`src/rtl/cdt_pkg.sv`:
```
package cdt_pkg;

  localparam int unsigned CNT_W  = 32;
  localparam int unsigned VEC_W  = 8;
  localparam int unsigned CODE_W = 3;
  localparam int unsigned PRE_W  = 8;

  // control entry field positions
  localparam int unsigned ENT_PERIODIC = 17;
  localparam int unsigned ENT_MASK     = 16;

  typedef enum logic [1:0] {
    SEL_START = 2'd0,
    SEL_DIV   = 2'd1,
    SEL_ENTRY = 2'd2,
    SEL_CUR   = 2'd3
  } wr_sel_e;

  // divide code -> prescale shift, wrapping at 8
  function automatic logic [CODE_W-1:0] shift_of(input logic [CODE_W-1:0] code);
    return code + CODE_W'(1);
  endfunction

  // low mask of 2^shift - 1
  function automatic logic [PRE_W-1:0] phase_mask(input logic [CODE_W-1:0] shift);
    return (PRE_W'(1) << shift) - PRE_W'(1);
  endfunction

endpackage

```
`src/rtl/cdt_cfg_regs.sv`:
```
module cdt_cfg_regs
  import cdt_pkg::*;
(
  input  logic                clk,
  input  logic                rst_n,
  input  logic                div_we,
  input  logic [CODE_W-1:0]   div_code_in,
  input  logic                entry_we,
  input  logic                periodic_in,
  input  logic                mask_in,
  input  logic [VEC_W-1:0]    vector_in,
  output logic [CODE_W-1:0]   div_code,
  output logic                periodic,
  output logic                masked,
  output logic [VEC_W-1:0]    vector
);

  always_ff @(posedge clk) begin
    if (!rst_n) begin
      div_code <= '0;
      periodic <= 1'b0;
      masked   <= 1'b1;
      vector   <= '0;
    end else begin
      if (div_we) div_code <= div_code_in;
      if (entry_we) begin
        periodic <= periodic_in;
        masked   <= mask_in;
        vector   <= vector_in;
      end
    end
  end

endmodule

```
`src/rtl/cdt_prescaler.sv`:
```
module cdt_prescaler
  import cdt_pkg::*;
(
  input  logic              clk,
  input  logic              rst_n,
  input  logic              restart,
  input  logic [CODE_W-1:0] shift,
  output logic              tick
);

  logic [PRE_W-1:0] phase_q;
  logic [PRE_W-1:0] mask_w;

  assign mask_w = phase_mask(shift);
  assign tick   = ((phase_q & mask_w) == mask_w) && !restart;

  always_ff @(posedge clk) begin
    if (!rst_n || restart) phase_q <= '0;
    else                   phase_q <= phase_q + PRE_W'(1);
  end

endmodule

```
`src/rtl/cdt_counter.sv`:
```
module cdt_counter
  import cdt_pkg::*;
(
  input  logic             clk,
  input  logic             rst_n,
  input  logic             load,
  input  logic [CNT_W-1:0] load_val,
  input  logic             tick,
  input  logic             periodic,
  input  logic             masked,
  input  logic [VEC_W-1:0] vector_in,
  output logic [CNT_W-1:0] count,
  output logic             expire,
  output logic             irq_valid,
  output logic [VEC_W-1:0] irq_vector
);

  logic [CNT_W-1:0] reload_q;
  logic             armed_q;
  logic             at_zero;

  assign at_zero = (count == '0);
  assign expire  = tick && at_zero && armed_q && !load;

  always_ff @(posedge clk) begin
    if (!rst_n) begin
      count    <= '0;
      reload_q <= '0;
      armed_q  <= 1'b0;
    end else if (load) begin
      count    <= load_val;
      reload_q <= load_val;
      armed_q  <= (load_val != '0);
    end else if (tick) begin
      if (!at_zero)      count <= count - CNT_W'(1);
      else if (armed_q) begin
        if (periodic)    count <= reload_q;
        else             armed_q <= 1'b0;
      end
    end
  end

  always_ff @(posedge clk) begin
    if (!rst_n) begin
      irq_valid  <= 1'b0;
      irq_vector <= '0;
    end else begin
      irq_valid  <= expire && !masked;
      if (expire) irq_vector <= vector_in;
    end
  end

endmodule

```
`src/rtl/cdt_timer.sv`:
```
module cdt_timer
  import cdt_pkg::*;
(
  input  logic        clk,
  input  logic        rst_n,
  input  logic        wr_en,
  input  logic [1:0]  wr_sel,
  input  logic [31:0] wr_data,
  output logic [31:0] cur_count,
  output logic [3:0]  div_rd,
  output logic [31:0] entry_rd,
  output logic        irq_valid,
  output logic [7:0]  irq_vector
);

  logic              start_we, div_we, entry_we;
  logic [CODE_W-1:0] div_code;
  logic [CODE_W-1:0] shift_w;
  logic              periodic, masked;
  logic [VEC_W-1:0]  vector;
  logic              pre_tick;
  logic              expire_w;

  assign start_we = wr_en && (wr_sel_e'(wr_sel) == SEL_START);
  assign div_we   = wr_en && (wr_sel_e'(wr_sel) == SEL_DIV);
  assign entry_we = wr_en && (wr_sel_e'(wr_sel) == SEL_ENTRY);

  cdt_cfg_regs u_cfg (
    .clk         (clk),
    .rst_n       (rst_n),
    .div_we      (div_we),
    .div_code_in ({wr_data[3], wr_data[1:0]}),
    .entry_we    (entry_we),
    .periodic_in (wr_data[ENT_PERIODIC]),
    .mask_in     (wr_data[ENT_MASK]),
    .vector_in   (wr_data[VEC_W-1:0]),
    .div_code    (div_code),
    .periodic    (periodic),
    .masked      (masked),
    .vector      (vector)
  );

  assign shift_w = shift_of(div_code);

  cdt_prescaler u_pre (
    .clk     (clk),
    .rst_n   (rst_n),
    .restart (start_we),
    .shift   (shift_w),
    .tick    (pre_tick)
  );

  cdt_counter u_cnt (
    .clk        (clk),
    .rst_n      (rst_n),
    .load       (start_we),
    .load_val   (wr_data),
    .tick       (pre_tick),
    .periodic   (periodic),
    .masked     (masked),
    .vector_in  (vector),
    .count      (cur_count),
    .expire     (expire_w),
    .irq_valid  (irq_valid),
    .irq_vector (irq_vector)
  );

  assign div_rd = {div_code[2], 1'b0, div_code[1:0]};

  always_comb begin
    entry_rd               = '0;
    entry_rd[ENT_PERIODIC] = periodic;
    entry_rd[ENT_MASK]     = masked;
    entry_rd[VEC_W-1:0]    = vector;
  end

endmodule

```
`config.mk`:
```
export PLATFORM = sky130hd
export DESIGN_NAME = cdt_timer
export DESIGN_NICKNAME = d
export VERILOG_FILES = /design/src/rtl/cdt_pkg.sv /design/src/rtl/cdt_cfg_regs.sv /design/src/rtl/cdt_prescaler.sv /design/src/rtl/cdt_counter.sv /design/src/rtl/cdt_timer.sv
export SDC_FILE = /design/constraint.sdc
export NUM_CORES = 1
export LEC_CHECK = 0
export ABC_AREA = 1
export BUFFER_PORTS_ARGS = -buffer_cell sky130_fd_sc_hd__buf_2
export CORE_MARGIN = 3
export CORE_UTILIZATION = 60
export CTS_BUF_LIST = sky130_fd_sc_hd__clkbuf_2 sky130_fd_sc_hd__clkbuf_4 sky130_fd_sc_hd__clkbuf_8
export DETAILED_ROUTE_END_ITERATION = 12
export PLACE_DENSITY = 0.84
export SYNTH_ARGS = -nofsm -noshare
export SYNTH_HDL_FRONTEND = slang
export SYNTH_SLANG_ARGS = --single-unit
```
`constraint.sdc`:
```
create_clock -name clk -period 5.6 [get_ports clk]
set_input_delay 1.12 -clock clk [delete_from_list [all_inputs] [get_ports clk]]
set_output_delay 1.12 -clock clk [all_outputs]
set_load 0.01 [all_outputs]
```
### Word-level counts from Yosys, hierarchy flattened

Cells that the tools add are included.

| word-level totals | value |
|---|---|
| memories kept | 0 |
| output and inout bits | 77 |
| bits in latches | 0 |
| bits in read-only memories | 0 |
| bits of input ports | 37 |
| flip-flop bits (word level) | 95 |
| logic and storage cells | 50 |
| bits in writable memories | 0 |

| operators by class | value |
|---|---|
| add/subtract/negate cells | 4 |
| muxes and demuxes | 10 |
| bitwise logic cells | 1 |
| multiply operators | 0 |
| div/mod/pow operators | 0 |
| order comparisons | 0 |
| reductions and logical operators | 19 |
| shift operators | 1 |
| equality and inequality tests | 5 |

Operators with widths:

| operator | count |
|---|---|
| 32-bit 2-to-1 mux | 5 |
| 32-bit logical NOT | 1 |
| 32-bit nonzero test | 1 |
| 32-bit by 1-bit subtractor with 32-bit output, second input constant | 1 |
| 8-bit by 1-bit adder with 8-bit output, second input constant | 1 |
| 8-bit bitwise AND | 1 |
| 8-bit equality test | 1 |
| 1-bit logical AND | 8 |
| 1-bit by 3-bit << shifter with 8-bit output, first input constant | 1 |
| 8-bit by 2-bit subtractor with 8-bit output, second input constant | 1 |
| 1-bit 2-to-1 mux | 5 |
| 2-bit nonzero test | 2 |
| 3-bit by 1-bit adder with 3-bit output, second input constant | 1 |
| 1-bit logical NOT | 3 |
| 3-bit by 1-bit != test with 1-bit output, second input constant | 1 |
| 3-bit by 2-bit != test with 1-bit output, second input constant | 1 |
| 3-bit AND reduction | 1 |
| 2-bit by 1-bit equality test with 1-bit output, second input constant | 1 |
| 2-bit equality test, second input constant | 1 |
| 2-bit logical NOT | 1 |
| 2-bit AND reduction | 1 |
| 1-bit logical OR | 1 |

### Depth between registers and ports, before layout

Gate-level depths: netlist of the first run.

| depth | value |
|---|---|
| word-level depth | 10 |
| mapped depth | 17 |
| depth with buffers taken out | 16 |

### By module

Synthesis of the first run repeated with hierarchy kept, for this count alone.

| second synthesis, totals | value |
|---|---|
| cell total of the unflattened synthesis | 864 |
| area total of the unflattened synthesis | 5625.4 µm² |

By module, submodules not included:

| module | seq. area each (µm²) | cells each | area each (µm²) | times used |
|---|---|---|---|---|
| cdt_counter | 1481.4 | 689 | 4446.8 | 1 |
| cdt_cfg_regs | 260.2 | 80 | 558.0 | 1 |
| cdt_prescaler | 140.1 | 55 | 367.9 | 1 |
| cdt_timer | 0.0 | 40 | 252.7 | 1 |

### Least setup slack after synthesis of the first run

Ideal clock, no wire load.

| timing | value |
|---|---|
| path kind | in2reg |
| start | in wr_sel[1] |
| end | reg u_cnt.count[16] |
| buffers on the path | 1 |
| setup time | 0.115 ns |
| data arrival time | 2.248 ns |
| path slack | 3.237 ns |
| data required time | 5.485 ns |
| stages on the path | 9 |
| cell sequence | nor3_2 inv_1 clkbuf_1 nand2_1 nor2_1 nor2_1 nand3_1 nand2_1 nor2_1 |

| between the ends | value |
|---|---|
| word-level cells in the longest chain between the ends | 6 |
| elaborated cells between the ends (all ways) | 9 |
| classes of those cells | eq/ne: 2; mux: 1; reduce/logical: 6 |

Ends and longest elaborated chain:

| item | line | RTL |
|---|---|---|
| start, declared | cdt_timer.sv:7 | `input logic [1:0] wr_sel,` |
| 2-bit logical NOT * | cdt_timer.sv:24 | `assign start_we = wr_en && (wr_sel_e'(wr_sel) == SEL_START);` |
| 1-bit logical AND * | cdt_timer.sv:24 |  |
| 1-bit logical NOT | cdt_prescaler.sv:15 | `assign tick = ((phase_q & mask_w) == mask_w) && !restart;` |
| 1-bit logical AND | cdt_prescaler.sv:15 |  |
| 2-bit nonzero test (no line) | - |  |
| 3-bit AND reduction (no line) | - |  |
| end signal, assigned | cdt_counter.sv:31 | `count <= load_val;` |
| end signal, assigned | cdt_counter.sv:35 | `if (!at_zero) count <= count - CNT_W'(1);` |
| end signal, assigned | cdt_counter.sv:37 | `if (periodic) count <= reload_q;` |
| end, declared | cdt_counter.sv:12 | `output logic [CNT_W-1:0] count,` |

Mark *: on every way between the ends. The rest lies on a longest branch, timed or not.
A chain may end at the register's enable or synchronous reset.

### Worst setup path after layout of the first run

| timing | value |
|---|---|
| start | reg u_cfg.div_code[1] |
| end | reg u_cnt.count[7] |

| between the ends | value |
|---|---|
| word-level cells in the longest chain between the ends | 8 |

Ends and longest elaborated chain:

| item | line | RTL |
|---|---|---|
| start, declared | cdt_cfg_regs.sv:12 | `output logic [CODE_W-1:0] div_code,` |
| start signal, assigned | cdt_cfg_regs.sv:25 | `if (div_we) div_code <= div_code_in;` |
| 3-bit by 1-bit adder with 3-bit output * | cdt_pkg.sv:21 | `return code + CODE_W'(1);` |
| 1-bit by 3-bit << shifter with 8-bit output * | cdt_pkg.sv:26 | `return (PRE_W'(1) << shift) - PRE_W'(1);` |
| 8-bit by 2-bit subtractor with 8-bit output * | cdt_pkg.sv:26 |  |
| 8-bit bitwise AND | cdt_prescaler.sv:15 |  |
| 8-bit equality test * | cdt_prescaler.sv:15 |  |
| 1-bit logical AND * | cdt_prescaler.sv:15 |  |
| 2-bit nonzero test (no line) * | - |  |
| 3-bit AND reduction (no line) * | - |  |

Marks and branches as above.

==> results of run 1 <==
==> path summary, 6_finish.rpt <==
kind                                   start  slack, ns                              end  cells after the start
max           u_cfg.div_code[1]$_SDFFE_PN0P_       2.16      u_cnt.count[7]$_SDFFE_PN0P_                     15
min          u_cnt.reload_q[28]$_SDFFE_PN0P_       0.47  u_cnt.reload_q[28]$_SDFFE_PN0P_                      2
max reg2reg   u_cfg.div_code[1]$_SDFFE_PN0P_       2.16      u_cnt.count[7]$_SDFFE_PN0P_                     15
min reg2reg  u_cnt.reload_q[28]$_SDFFE_PN0P_       0.47  u_cnt.reload_q[28]$_SDFFE_PN0P_                      2
==> synthesized netlist by cell type <==
| master | n |
|---|---|
| o211ai_2 | 1 |
| nor2_1 | 138 |
| xor2_1 | 16 |
| buf_1 | 3 |
| nor3_2 | 2 |
| clkbuf_1 | 13 |
| xnor2_1 | 6 |
| nor3b_1 | 1 |
| inv_1 | 101 |
| o21ai_1 | 3 |
| nor4_1 | 9 |
| buf_6 | 2 |
| buf_2 | 14 |
| o21ai_0 | 41 |
| nand3_2 | 2 |
| nand3b_1 | 12 |
| nand2_1 | 229 |
| o211ai_1 | 3 |
| a21oi_1 | 46 |
| nor2_2 | 7 |
| inv_2 | 3 |
| buf_4 | 26 |
| nor3_1 | 16 |
| conb_1 | 1 |
| nor3_4 | 1 |
| dfxtp_1 | 95 |
| clkinv_1 | 1 |
| ha_1 | 6 |
| o21bai_4 | 1 |
| nand3_1 | 54 |
| o22ai_1 | 27 |
| o21a_1 | 3 |
| nand4_1 | 11 |
| nand2_2 | 4 |
==> kinds of logic after synthesis <==
family | share of synthesized area [%]
other | 0.0659
adder cells (fa/ha/maj) | 1.32
AND/OR/NAND/NOR | 36.5
buffers and inverters | 13.0
AO/OA/AOI/OAI | 12.2
XOR/XNOR | 3.39
flip-flops | 33.4
==> tightest hold or removal path: stages, from the launching register on <==
cell,delay [ns]
dfxtp_1,0.31
inv_1,0.06
o22ai_1,0.07
==> where the power goes <==
part	internal (W)	leakage [nW]	switching [W]
Clock	0.000226	0.105	0.000263
Sequential	0.000717	0.774	0.0000504
Combinational	0.000225	2.28	0.000409
==> registers in the layout (all words and copies together), names as in the netlist <==
| register | flops |
|---|---|
| u_cnt.reload_q | 32 |
| u_pre.phase_q | 8 |
| u_cnt.count | 32 |
| u_cfg.vector | 8 |
| u_cfg.div_code | 3 |
| u_cfg.masked | 1 |
| u_cnt.irq_vector | 8 |
| u_cnt.irq_valid | 1 |
| u_cnt.armed_q | 1 |
| u_cfg.periodic | 1 |
==> metrics by stage <==
stage               power [W]  hold WS, ns  setup slack [ns]  cell area (um^2)  utilization [%]
floorplan             0.00126        0.427              3.24              5770                -
global placement      0.00139        0.450              2.16              6070             67.7
detailed placement    0.00140        0.455              2.06              6070             67.7
CTS                   0.00188        0.470              2.15              6290             70.0
global route          0.00201        0.500              1.72              6290             70.0
finish                0.00189        0.471              2.16              6290             70.0
==> placed cells by master, fill, tap and decap left out, types with 3 or more instances in the layout <==
cell / n
ha_1: 6
nand3b_1: 12
nor2_1: 138
nor4_1: 9
nand2_2: 4
o21ai_1: 3
dfxtp_1: 95
nand4_1: 11
nor3_1: 16
buf_2: 90
inv_2: 3
clkbuf_8: 10
nor2_2: 7
o211ai_1: 3
conb_1: 23
o21ai_0: 41
xnor2_1: 6
nand2_1: 229
nand3_1: 54
a21oi_1: 46
o21a_1: 3
inv_1: 101
xor2_1: 16
buf_4: 5
o22ai_1: 27
==> metal layers <==
metal  part of all wire (%)  routed length (um)  track usage, %  vias up
li1                       -                   -               -     2971
met3                    9.1                1350            5.10       32
met2                     45                6650            44.4      288
met5                      0                   0               0        -
met4                    2.3                 349            7.67        0
met1                     44                6540            41.1     2679
==> cell type report <==
cell class	instances	area (um^2)	area share, %
inverter	105	394	6.27
clock inverter	6	75.1	1.19
multi-input combinational	662	3130	49.8
tap	126	158	2.51
sequential	95	1900	30.3
timing repair buffer	95	488	7.76
clock buffer	10	138	2.19
==> results.py, run 1 <==
metrics = {
    "power": {
        "peakVddDrop_mv": 0.211,
        "p_per_area_mw_per_mm2": 301,
        "leakagePower_nw": 3.16,
    },
    "layout": {
        "nets": 1011,
        "layout-drive-gt1-share_pct": 13.6,
        "n_antenna_cell": 0,
        "fin_cells": 1099,
        "fillCellCount": 848,
        "syn2layout_area_growth_pct": 10.5,
    },
    "clock_tree": {
        "cts_made_buffers": 9,
        "htreeDepth": 3,
        "cts_hold_buffers": 0,
        "clk_latency_ns": 0.37,
        "cts.sinks": 95,
        "cts_root_buf": "clkbuf_8",
        "postCtsResizedCells": 0,
        "cts_setup_buffers": 0,
        "cts_buffer_depth": 2,
        "clkTransAtPathRegs_ns": 0.09,
        "cts_tree": "yes",
    },
    "worst_setup_path": {
        "worst_path_most_repeated_cell": "nand2_1",
        "slowest_stage": "o21bai_4",
        "worst_ep_arrival_time_ns": 3.70,
        "crit_path_max_incr_delay_ns": 0.76,
        "worstPathCellList": "nand2_1, inv_1, ha_1, nand3_1, ha_1, inv_1, nand2_1, nand3b_1, nand2_1, nor2_1, nand2_1, o21bai_4, nand2_2, nor2_1, nor2_1",
        "crit_family": "simple AND/OR/NAND/NOR gates",
        "cp-end-kind": "flop",
        "start_kind": "flop",
        "crit_buf_inv": 2,
        "worstPathRequired_ns": 5.86,
        "path_class": "reg -> reg",
        "cp_max_fo": 44,
    },
    "sta": {
        "slew_viol_final": 0,
        "finalSetupViolCount": 0,
        "slew_headroom_pct": 25.9,
        "max_freq_mhz": 291,
        "tightest_slew_ns": 1.11,
        "skew_ns": 0.0120,
        "rsz0062_at_grt": "false",
        "setup_tns_ns": 0,
        "hold_viol_final": 0,
        "fin_crit_sh_pct": 61.4,
        "post-route-min-period_ns": 3.44,
    },
    "synth": {
        "yosysUniqueCellTypes": 34,
        "ys_top_cells_by_area": "dfxtp_1 (33%), nand2_1 (15%), nor2_1 (9.1%), inv_1 (6.7%), nand3_1 (4.8%)",
        "ys_ff_latch": 95,
        "ys_seq_area_share_pct": 33.4,
        "yosysTopAreaCellShare_pct": 33.4,
        "syn_inst": 898,
        "synth_top_area_cell": "dfxtp_1",
        "avgSynthCellArea_um2": 6.33,
        "synth_warnings": 0,
        "netlist_area_mm2": 0.00569,
    },
    "drt": {
        "wl_per_cell_um": 13.5,
        "vias": 5970,
        "drtIter0Drc": 390,
        "drt_wl_total_um": 14900,
        "ant_nets": 0,
        "avgViaCountPerCell": 5.43,
        "dr.pass1.iters": 5,
        "drc": 0,
    },
    "floorplanning": {
        "core_area_mm2": 0.00898,
        "die_h_um": 103,
        "die_x_um": 103,
        "die_area_mm2": 0.0107,
        "start_util_pct": 63.4,
        "io_pins": 114,
        "rows": 34,
    },
    "global_route": {
        "antenna_found_initial": 0,
        "grt_use_total_pct": 28.6,
        "grt_pass1_vias": 5149,
        "grt-ovfl-total": 0,
        "grt_max_degree": 48,
        "grt_pass1_wl_um": 24400,
    },
    "placement": {
        "portBuffers": 90,
        "hpwl_um": 10700,
        "place_inst": 1083,
        "place_congestion": 0.955,
    },
    "outcome": {
        "status": "complete, no violations",
    },
    "worst_hold_path": {
        "hold_class": "reg -> reg",
    },
    "flow_run": {
        "maxCapViolCount": 0,
    },
}
Power figures use the tool's default switching activity.
==> run 2: changes to the inputs <==
Settings changed: ABC_AREA 1 to 0, CORE_UTILIZATION 60 to 57, PLACE_DENSITY 0.84 to 0.81.
Clock period 5.6 ns to 3.27 ns, I/O delays scaled along.
==> run 2 against run 1 <==
Net effect: count of clock-buffer cells in the layout down 1; sequential share of layout area up 2.0 points; combinational power increased by 83%; worst hold slack got worse by 0.013 ns; routed wire length is 2.2% higher; flip-flop and latch count unchanged; first-iteration DRC count rose by 37%; core utilization shrank 3.1 points; global-route usage increased by 0.84 points; critical endpoint is now u_cnt.count[3]$_SDFFE_PN0P_.
==> results.py, run 2 <==
metrics = {
    "clock_tree": {
        "clkTransAtPathRegs_ns": 0.10,
        "cts_buffer_depth": 2,
        "postCtsResizedCells": 0,
        "cts_made_buffers": 9,
        "cts_tree": "yes",
        "cts.sinks": 95,
        "cts_root_buf": "clkbuf_8",
        "clk_latency_ns": 0.36,
        "cts_setup_buffers": 0,
        "cts_hold_buffers": 0,
        "htreeDepth": 3,
    },
    "layout": {
        "reg.largest.list": "u_cnt.count: 32 flops, u_cnt.reload_q: 32 flops",
        "layout_common_cells": "nand2_1 (106), dfxtp_1 (95), buf_2 (90)",
        "layout-drive-gt1-share_pct": 19.8,
        "multiInputGateArea_mm2": 0.00299,
        "syn2layout_area_growth_pct": 13.5,
        "nets": 791,
        "fillCellCount": 764,
        "stdcell_area_mm2": 0.00589,
        "layout_commonest_cell": "nand2_1",
        "n_antenna_cell": 0,
        "seqCellArea_mm2": 0.00190,
    },
    "worst_setup_path": {
        "start_kind": "flop",
        "rr_worst_depth": 13,
        "rr_startpoint": "u_cfg.div_code[1]$_SDFFE_PN0P_",
        "worst_ep_arrival_time_ns": 3.42,
        "r2r_setup_slack_ns": 0.07,
        "cp-end-kind": "flop",
        "cp_max_fo": 6,
        "path_class": "reg -> reg",
        "worstPathRequired_ns": 3.49,
        "r2r_end": "u_cnt.count[3]$_SDFFE_PN0P_",
    },
    "synth": {
        "ys_ff_latch": 95,
        "synth_warnings": 0,
        "synth_most_common_cell": "nand2_1",
        "ys_seq_area_share_pct": 36.6,
        "synth_top_area_cell": "dfxtp_1",
        "netlist_area_mm2": 0.00519,
        "ys_top_cells_by_area": "dfxtp_1 (37%), nand2_1 (7.7%), a21oi_1 (5.9%), mux2i_1 (4.4%), nor2_1 (4.1%)",
        "synth_common_cells": "nand2_1 (106), dfxtp_1 (95), a21oi_1 (61)",
        "avgSynthCellArea_um2": 7.82,
        "syn_inst": 664,
        "yosysUniqueCellTypes": 66,
        "synth_top_flop_cell": "dfxtp_1",
        "synth_enable_flop_cells": 0,
        "synth_async_sr_flop_share_pct": 0,
        "yosysTopAreaCellShare_pct": 36.6,
    },
    "sta": {
        "slew_viol_final": 0,
        "tightest_slew_ns": 0.886,
        "finalSetupViolCount": 0,
        "slew_headroom_pct": 40.4,
        "post-route-min-period_ns": 3.20,
        "fin_crit_sh_pct": 97.8,
        "setup_tns_ns": 0,
        "skew_ns": 0.0138,
        "max_freq_mhz": 313,
        "rsz0062_at_grt": "true",
        "whs_ns": 0.458,
        "hold_viol_final": 0,
    },
    "placement": {
        "place_congestion": 1.00,
        "placed_area_mm2": 0.00571,
        "hpwl_um": 11200,
        "portBuffers": 90,
    },
    "floorplanning": {
        "rows": 34,
        "die_h_um": 101,
        "die_x_um": 101,
        "die_area_mm2": 0.0103,
        "start_util_pct": 59.0,
        "core_area_mm2": 0.00881,
        "io_pins": 114,
    },
    "power": {
        "peakVddDrop_mv": 0.262,
        "p_per_area_mw_per_mm2": 548,
        "leakagePower_nw": 2.54,
        "total_power_w": 0.00323,
    },
    "drt": {
        "wl_per_cell_um": 17.7,
        "dr.pass1.iters": 6,
        "drc": 0,
        "vias": 5367,
        "ant_nets": 0,
        "drtIter0Drc": 535,
        "avgViaCountPerCell": 6.23,
        "drt_wl_total_um": 15200,
    },
    "global_route": {
        "grt_max_degree": 44,
        "grt_use_total_pct": 29.5,
        "grt_pass1_vias": 4942,
        "grt_pass1_wl_um": 24400,
        "grt-ovfl-total": 0,
        "antenna_found_initial": 0,
    },
    "worst_hold_path": {
        "worstHoldStart": "u_cnt.reload_q[14]$_SDFFE_PN0P_",
        "hold_class": "reg -> reg",
        "holdPathStages": 2,
        "holdPathEnd": "u_cnt.reload_q[14]$_SDFFE_PN0P_",
    },
    "outcome": {
        "status": "complete, no violations",
    },
    "flow_run": {
        "maxCapViolCount": 0,
    },
}
==> run 2: changes by cell type after synthesis, moves of 15 or more <==
cell | previous run | this run
nand2_1 | 229 | 106
inv_1 | 101 | 9
nor2_1 | 138 | 57
nand3_1 | 54 | 21
o21ai_0 | 41 | 12
o22ai_1 | 27 | 0
mux2i_1 | 0 | 23
nor4_1 | 9 | 26
a31oi_1 | 0 | 16
o211ai_1 | 3 | 19
a21oi_1 | 46 | 61
==> run 2: layout make-up <==
type | instances | share of cell area (%)
Clock buffer | 9 | 2.10
Clock inverter | 7 | 1.02
Inverter | 9 | 0.573
Multi-Input combinational cell | 517 | 50.8
Sequential cell | 95 | 32.3
Tap cell | 108 | 2.29
Timing Repair Buffer | 116 | 11.0
==> run 2: critical path: stages (launching register included) <==
cell	delay, ns
dfxtp_1	0.32
and2_1	0.18
ha_1	0.30
nor2b_4	0.16
nand2b_1	0.06
ha_1	0.22
nor3b_1	0.16
a31oi_1	0.16
o221ai_1	0.15
nor4_1	0.43
buf_4	0.21
nand2_1	0.22
o2111ai_1	0.33
o221ai_1	0.15
==> run 2: worst max path at each step <==
stage	slack (ns)	to	start	depth (start not counted)
floorplan	0.02	u_cnt.irq_vector[0]$_SDFFE_PN0P_	u_cfg.div_code[0]$_SDFFE_PN0P_	15
global placement	0.23	u_cnt.count[3]$_SDFFE_PN0P_	u_cfg.div_code[1]$_SDFFE_PN0P_	13
detailed placement	0.18	u_cnt.count[3]$_SDFFE_PN0P_	u_cfg.div_code[1]$_SDFFE_PN0P_	13
CTS	0.15	u_cnt.count[3]$_SDFFE_PN0P_	u_cfg.div_code[1]$_SDFFE_PN0P_	13
global route	-0.003	u_cnt.count[3]$_SDFFE_PN0P_	u_cfg.div_code[1]$_SDFFE_PN0P_	13
finish	0.07	u_cnt.count[3]$_SDFFE_PN0P_	u_cfg.div_code[1]$_SDFFE_PN0P_	13
==> run 2: routing by layer <==
metal | GRT usage (%) | up-vias | share of wire [%] | routed length (um)
li1 | - | 2511 | - | -
met1 | 40.4 | 2514 | 42 | 6420
met2 | 47.0 | 296 | 46 | 6980
met3 | 4.61 | 46 | 9.1 | 1380
met4 | 10.9 | 0 | 2.8 | 429
met5 | 0 | - | 0 | 0
==> run 2: power breakdown <==
part	internal, W	switching (W)
sequential	0.00123	0.0000981
combinational	0.000446	0.000712
clock	0.000290	0.000455
total	0.00196	0.00127
==> run 2: kinds of logic after synthesis <==
family	count (synthesis)	share of synthesized area, %
simple gates	286	27.1
fa+ha+maj	7	1.64
mux	23	4.43
flops	95	36.6
buf+inv	74	7.59
xor+xnor	18	3.04
compound gates	160	19.5
other cells	1	0.0722
==> run 2: stage by stage <==
| step | utilization (%) | cells | setup slack, ns |
|---|---|---|---|
| after floorplan | - | 686 | 0.0232 |
| after global placement | 64.8 | 845 | 0.233 |
| after detailed placement | 64.8 | 845 | 0.175 |
| after CTS | 66.9 | 861 | 0.153 |
| after global routing | 66.9 | 861 | -0.00341 |
| final | 66.9 | 861 | 0.0727 |
